File: config.mk
export PLATFORM = sky130hd
export DESIGN_NAME = bus_scrambler
export DESIGN_NICKNAME = d
export VERILOG_FILES = /design/src/rtl/scr_pkg.sv /design/src/rtl/scr_cell.sv /design/src/rtl/scr_perm.sv /design/src/rtl/scr_keyreg.sv /design/src/rtl/bus_scrambler.sv
export SDC_FILE = /design/constraint.sdc
export NUM_CORES = 1
export LEC_CHECK = 0
export BUFFER_PORTS_ARGS = -buffer_cell sky130_fd_sc_hd__buf_4
export CELL_PAD_IN_SITES_DETAIL_PLACEMENT = 1
export CELL_PAD_IN_SITES_GLOBAL_PLACEMENT = 1
export CORE_MARGIN = 2
export CORE_UTILIZATION = 55
export CTS_BUF_LIST = sky130_fd_sc_hd__clkbuf_2 sky130_fd_sc_hd__clkbuf_4 sky130_fd_sc_hd__clkbuf_8
export CTS_CLUSTER_SIZE = 10
export DETAILED_ROUTE_END_ITERATION = 6
export GPL_TIMING_DRIVEN = 0
export PLACE_DENSITY = 0.93
export SETUP_SLACK_MARGIN = 0.1
export SYNTH_ARGS = -nofsm -noshare
export SYNTH_HDL_FRONTEND = slang
export SYNTH_HIERARCHICAL = 1
export SYNTH_SLANG_ARGS = --single-unit
File: constraint.sdc
create_clock -name clk -period 13.3 [get_ports clk]
set_input_delay 0.665 -clock clk [delete_from_list [all_inputs] [get_ports clk]]
set_output_delay 0.665 -clock clk [all_outputs]
set_load 0.005 [all_outputs]
File: src/rtl/scr_pkg.sv
package scr_pkg;
  localparam int CELL_W     = 4;
  localparam int CELL_KEY_W = 12;
  localparam int GRP_W      = 3;
endpackage

File: src/rtl/scr_cell.sv
module scr_cell
  import scr_pkg::*;
#(
  parameter bit INVERSE = 1'b0
) (
  input  logic [CELL_W-1:0]     d,
  input  logic [CELL_KEY_W-1:0] k,
  output logic [CELL_W-1:0]     q
);
  logic [1:0]       sel;
  logic [GRP_W-1:0] grp;
  logic [1:0]       mid;
  logic [1:0]       res;

  assign sel = d[3:2];
  assign grp = k[GRP_W*sel +: GRP_W];

  generate
    if (INVERSE) begin : g_inv
      assign mid = d[1:0] ^ grp[2:1];
      assign res = grp[0] ? {mid[0], mid[1]} : mid;
    end else begin : g_fwd
      assign mid = grp[0] ? {d[0], d[1]} : d[1:0];
      assign res = mid ^ grp[2:1];
    end
  endgenerate

  assign q = {sel, res};
endmodule

File: src/rtl/scr_perm.sv
module scr_perm
  import scr_pkg::*;
#(
  parameter int  DATA_W  = 16,
  parameter bit  INVERSE = 1'b0
) (
  input  logic [DATA_W-1:0] a,
  output logic [DATA_W-1:0] o
);
  localparam int CELLS = DATA_W / CELL_W;

  for (genvar j = 0; j < CELLS; j++) begin : g_cell
    for (genvar p = 0; p < CELL_W; p++) begin : g_bit
      localparam int SRC = CELL_W * ((j + p) % CELLS) + ((p + 2) % CELL_W);
      if (INVERSE) begin : g_inv
        assign o[SRC] = a[CELL_W*j + p];
      end else begin : g_fwd
        assign o[CELL_W*j + p] = a[SRC];
      end
    end
  end
endmodule

File: src/rtl/scr_keyreg.sv
module scr_keyreg #(
  parameter int KEY_W  = 192,
  parameter int WORD_W = 32,
  parameter int WORDS  = KEY_W / WORD_W,
  parameter int CNT_W  = $clog2(WORDS)
) (
  input  logic              clk,
  input  logic              rst,
  input  logic              wr,
  input  logic [WORD_W-1:0] wdata,
  output logic [KEY_W-1:0]  key,
  output logic [CNT_W-1:0]  idx
);
  localparam logic [CNT_W-1:0] LAST = CNT_W'(WORDS - 1);

  logic [KEY_W-1:0] stage_q;
  logic [KEY_W-1:0] stage_nx;

  always_comb begin
    stage_nx = stage_q;
    stage_nx[idx*WORD_W +: WORD_W] = wdata;
  end

  always_ff @(posedge clk) begin
    if (rst) begin
      stage_q <= '0;
      key     <= '0;
      idx     <= '0;
    end else if (wr) begin
      stage_q <= stage_nx;
      if (idx == LAST) begin
        key <= stage_nx;
        idx <= '0;
      end else begin
        idx <= idx + 1'b1;
      end
    end
  end
endmodule

File: src/rtl/bus_scrambler.sv
module bus_scrambler
  import scr_pkg::*;
#(
  parameter int DATA_W   = 16,
  parameter int LAYERS   = 4,
  parameter int KWORD_W  = 32
) (
  input  logic               clk,
  input  logic               rst,
  input  logic               mode,
  input  logic [DATA_W-1:0]  din,
  input  logic               key_wr,
  input  logic [KWORD_W-1:0] key_wdata,
  output logic [DATA_W-1:0]  dout
);
  localparam int CELLS = DATA_W / CELL_W;
  localparam int KEY_W = LAYERS * CELLS * CELL_KEY_W;
  localparam int WORDS = KEY_W / KWORD_W;
  localparam int CNT_W = $clog2(WORDS);

  logic [KEY_W-1:0]  key_act;
  logic [CNT_W-1:0]  load_idx;
  logic [DATA_W-1:0] fwd   [0:LAYERS];
  logic [DATA_W-1:0] fcell [0:LAYERS-1];
  logic [DATA_W-1:0] rev   [0:LAYERS];
  logic [DATA_W-1:0] rcell [0:LAYERS-1];
  logic [DATA_W-1:0] result;

  scr_keyreg #(.KEY_W(KEY_W), .WORD_W(KWORD_W), .WORDS(WORDS), .CNT_W(CNT_W)) u_key (
    .clk(clk), .rst(rst), .wr(key_wr), .wdata(key_wdata), .key(key_act), .idx(load_idx)
  );

  assign fwd[0] = din;
  assign rev[0] = din;

  for (genvar l = 0; l < LAYERS; l++) begin : g_fwd
    for (genvar c = 0; c < CELLS; c++) begin : g_c
      scr_cell #(.INVERSE(1'b0)) u_cell (
        .d(fwd[l][CELL_W*c +: CELL_W]),
        .k(key_act[(l*CELLS + c)*CELL_KEY_W +: CELL_KEY_W]),
        .q(fcell[l][CELL_W*c +: CELL_W])
      );
    end
    if (l < LAYERS - 1) begin : g_wire
      scr_perm #(.DATA_W(DATA_W), .INVERSE(1'b0)) u_perm (.a(fcell[l]), .o(fwd[l+1]));
    end else begin : g_last
      assign fwd[l+1] = fcell[l];
    end
  end

  for (genvar i = 0; i < LAYERS; i++) begin : g_rev
    localparam int LI = LAYERS - 1 - i;
    for (genvar c = 0; c < CELLS; c++) begin : g_c
      scr_cell #(.INVERSE(1'b1)) u_cell (
        .d(rev[i][CELL_W*c +: CELL_W]),
        .k(key_act[(LI*CELLS + c)*CELL_KEY_W +: CELL_KEY_W]),
        .q(rcell[i][CELL_W*c +: CELL_W])
      );
    end
    if (LI > 0) begin : g_wire
      scr_perm #(.DATA_W(DATA_W), .INVERSE(1'b1)) u_perm (.a(rcell[i]), .o(rev[i+1]));
    end else begin : g_last
      assign rev[i+1] = rcell[i];
    end
  end

  assign result = mode ? rev[LAYERS] : fwd[LAYERS];

  always_ff @(posedge clk) begin
    if (rst) dout <= '0;
    else     dout <= result;
  end
endmodule

Yosys cells after proc, flatten, opt, wreduce, memory -nomap -nowiden --
Index checks and enable logic that the tools add are counted.
Storage, ports and cells: flip-flop bits (word level) 403, latch bits 0, bits in writable memories 0, bits in read-only memories 0, bits of input ports 52, output and inout port bits 16, word-level logic and storage cells 137, memories kept 0
Cells by class: add/sub/neg operators 2, multipliers 28, div/mod/pow operators 0, order comparisons 0, equality and inequality tests 1, shift operators 34, mux-type cells 35, bitwise gates (word level) 32, reductions and logical operators 1
Operators by type and width (number):
- $shiftx 12x5->3 | 32
- $bwmux 192 | 1
- $shift 32x34->192 const A | 1
- $shiftx 32x34->192 | 1
- $mul 2x2->4 const A | 28
- $mux 2 | 32
- $xor 2x2->2 | 32
- $neg 8->34 | 1
- $mux 16 | 1
- $add 3x1->3 const B | 1
- $eq 3x3->1 const B | 1
- $mux 3 | 1
- $reduce_and 2->1 | 1

Depth between registers and ports, before layout --
word-level depth 17, mapped depth 17, gate-level depth less buffers 14

Cells and area by module --
The synthesis kept the hierarchy.
Modules (own cells, without submodules):
- scr_keyreg | instances 1, cells each 1852, area each 15994.1 um2, sequential area each 7747.4 um2
- scr_cell (g_rev[0].g_c[0].u_cell ...) | instances 16, cells each 9, area each 146.4 um2, sequential area each 0.0 um2
- scr_cell (g_fwd[0].g_c[0].u_cell ...) | instances 16, cells each 9, area each 127.6 um2, sequential area each 0.0 um2
- scr_perm | instances 6, cells each 16, area each 120.1 um2, sequential area each 0.0 um2
- bus_scrambler | instances 1, cells each 52, area each 580.6 um2, sequential area each 320.3 um2

Worst setup path after synthesis --
Ideal clock, no wire load.
path type input -> register, from in din[2], to reg dout[0], setup time 122 ps, arrival time 4643 ps, data required time 13178 ps, path slack 8535 ps, cell stages on the path 17, path buffers 3, cell sequence mux4_1 xnor2_2 mux2i_1 buf_4 mux4_1 xnor2_2 mux2i_1 buf_4 mux4_1 xnor2_2 mux2i_1 buf_4 mux4_1 xnor2_2 mux2i_1 mux2i_1 nor2_1
RTL lines:
- start: declaration | line bus_scrambler.sv:11 | input logic [DATA_W-1:0] din,
- end signal: assignment | line bus_scrambler.sv:71 | else dout <= result;
- end: declaration | line bus_scrambler.sv:14 | output logic [DATA_W-1:0] dout

==> metrics.md <==
| Metric | Value |
|---|---|
| Status | finished with violations |
| Failing checks | DRC, capacitance limit, slew limit |
| Pwr dens | ~120 mW/mm^2 |
| Crit share post-route | 0.472 |
| Crit end category | flip-flop |
| Leak pwr | around 9 nW |
| # setup viols final | 0 |
| Worst Clk Skew | 0.0358 ns |
| Crit path kind | reg -> reg |
| GRT Total Usage | 0.487 |
| Count of antenna-violating nets left after detailed routing | 0 |
| Routed length per instance | between 30 and 40 um |
| Fin. Hold Viols | 0 |
| Synth unique cells | 53 |
| Layout fillers | roughly 4400 |
| CTS Hold Buffers Added | 0 |
| Mux cell area share after synthesis | 0.166 |
| CTS Root Buffer Type | clkbuf_8 |
| Area of the multi-input gates | about 0.011 mm^2 |
| Final wirelength | approximately 100000 um |
| CTS resizes | 0 |
| Core area | just under 0.04 mm^2 |
| Synth Area in XOR/XNOR | 0.0377 |
| Sequential Area | 0.00807 mm^2 |
| Routability cong. | roughly 0.99 |
| PortBufs | 65 |
| Clock Latency Late Sink | approximately 0.66 ns |
| Post-synth EDFFs | 0 |
| Required time of the critical path | ~14 ns |
| Clock Path Buffers | 3 |
| Area Growth Syn to Fin | 12.6% |
| Tightest Pin Transition | 1.68 ns |
| Via count of the first global-routing pass | between 20000 and 25000 |
| Synth warn | 6 |
| Final min period | around 6.3 ns |
| Layout cell share with drive strength beyond 1 | 0.195 |
| Max-slew headroom | -0.117 |
| Cell Rows | 72 |
| Post-synthesis compound-gate area fraction | 0.159 |
| Die Area | between 0.04 and 0.05 mm^2 |
| CP arrival | between 6 and 7 ns |
| Slew Limit Fails | 120 |
| HPWL after DPL | 62300 um |
| Main synth FF type | dfxtp_1 |
| Synth Instances | ~2300 |
| Total I/O pin count | 68 |
| DR iter-0 viols | just over 3000 |
| Max Cap Viol | 11 |
| Length of the first detailed-routing pass in iterations | 7 |
| Register bit total from synthesis | 403 |
| Initial Utilization | 0.560 |
| Async SR Flop Fraction | 0 |
| Die H | ~200 um |
| Htree depth | 3 |
| Largest family of logic cells by synthesized area | multiplexers |
| DRC | 6 |
| Placed Cells incl. Taps | ~2900 |
| Startpoint class of the critical path | flip-flop |
| FMAX | approximately 160 MHz |
| Largest net degree at the start of global routing | 11 |
| Simple-Gate Fraction of Synth Area | 0.152 |
| TritonCTS clock tree | yes |
| Chip width | about 200 um |
| Clock-pin slew on the worst setup and hold paths | around 0.070 ns |
| VDD IR max | about 0.082 mV |
| Synthesized area | between 0.02 and 0.025 mm^2 |
| Post-synthesis sequential area ratio | 0.372 |
| Hold WC Path Type | in -> reg |
| Post-synthesis adder-cell area fraction | 0.00404 |
| Initial antenna violation count | 14 |
| Vias post-DR | 21900 |
| Syn_nets | 2347 |
| Non-filler cells, final | 3003 |
| DP Worst Slack | 7.21 ns |
| Unrepaired setup endpoints after global routing | false |
| GR Overflow Total | 0 |
| Postcts setup bufs | 0 |
| Number of CTS-inserted buffers | between 70 and 80 |
| CP max FO | 4 |
| Setup TNS | 0 ns |
| First-pass GRT wire length | between 100000 and 150000 um |
| Layout net count | 2485 |
| Final WS setup | roughly 7 ns |
| Clk sinks | approximately 400 |
| Syn_area_per_cell | ~9.5 um^2 |
| Vias per cell | a little over 7 |
power by group:
group	internal [mW]	total (mW)	switching (mW)
clock	0.726	1.30	0.571
combinational	0.125	0.445	0.320
sequential	1.22	1.23	0.00809
worst max-delay path, cell delays in order (launching register included):
cell     delay (ns)
dfxtp_1        0.34
mux4_1         0.58
xnor2_2        0.19
mux2i_1        0.62
buf_4          0.30
mux4_1         0.61
xnor2_2        0.17
mux2i_1        0.33
buf_4          0.23
mux4_1         0.35
xnor2_2        0.18
mux2i_1        0.66
buf_4          0.29
mux4_1         0.64
xnor2_2        0.18
mux2i_1        0.22
mux2i_1        0.14
nor2_1         0.13
cell usage in the layout, fill, tap and decap left out, drive strengths merged, types with 34 or more instances in the layout:
master,n
and2,36
nand2,137
dfxtp,403
nand2b,97
nor2,99
a221o,45
o21ai,224
clkbuf,245
mux2i,113
nor3,38
inv,36
mux4,96
a21oi,160
nand3,34
xnor2,66
nand4,129
buf,326
per-stage QoR:
stage          area [um^2]  hold slack [ns]   util  total power, mW
3_3_place_gp         22800            0.438  0.589             1.63
6_report             24400            0.285  0.630             2.97
3_5_place_dp         22800            0.447  0.589             1.65
2_1_floorplan        21700            0.428      -             1.48
5_1_grt              24400            0.272  0.629             3.02
4_1_cts              24400            0.288  0.629             2.92
cell families after synthesis:
group / count (synthesis)
AOI/OAI and AO/OA: 552
xor gates and xnor gates: 66
and+or+nand+nor: 620
adders and majority gates: 7
muxes: 209
DFF: 403
buffers and inverters: 431
cells in the mapped netlist, types with 64 or more instances:
cell	number	share of area
dfxtp_1	403	0.37
o21ai_0	209	0.048
buf_4	166	0.057
a21oi_1	160	0.037
nand2_1	137	0.024
clkbuf_1	135	0.023
nand4_1	129	0.037
mux2i_1	113	0.052
nor2_1	99	0.017
nand2b_1	97	0.028
mux4_1	80	0.097
buf_2	64	0.015
layer usage:
metal / vias up / wire (um) / share of wire / track usage
met1: 10500 / 33700 / 0.33 / 0.544
li1: 8526 / - / - / -
met4: 8 / 10400 / 0.10 / 0.401
met5: - / 55 / 0.00054 / 0.0179
met3: 809 / 14900 / 0.15 / 0.222
met2: 2008 / 42400 / 0.42 / 0.711
path summary, 6_finish.rpt:
check                     from  depth (start not counted)                end  slack, ns
min reg2reg  u_key/stage_q[15]                          2      u_key/key[15]       0.46
min              key_wdata[26]                          3  u_key/stage_q[26]       0.29
max             u_key/key[161]                         17            dout[9]       7.02
max reg2reg     u_key/key[161]                         17            dout[9]       7.02
final cells by class:
cell class                      count  share of cell area
Antenna cell                        9            0.000923
Clock inverter                     13             0.00508
Timing Repair Buffer               65              0.0200
Inverter                           35             0.00538
Multi-Input combinational cell   1454               0.461
Sequential cell                   403               0.331
Buffer                            396              0.0917
Clock buffer                      110              0.0590
Tap cell                          518              0.0266
registers in the layout, indices dropped and copies added, names as in the netlist:
register	cells
u_key/idx	3
u_key/key	192
dout	16
u_key/stage_q	192
No activity file was read; power rests on OpenSTA's default activity.
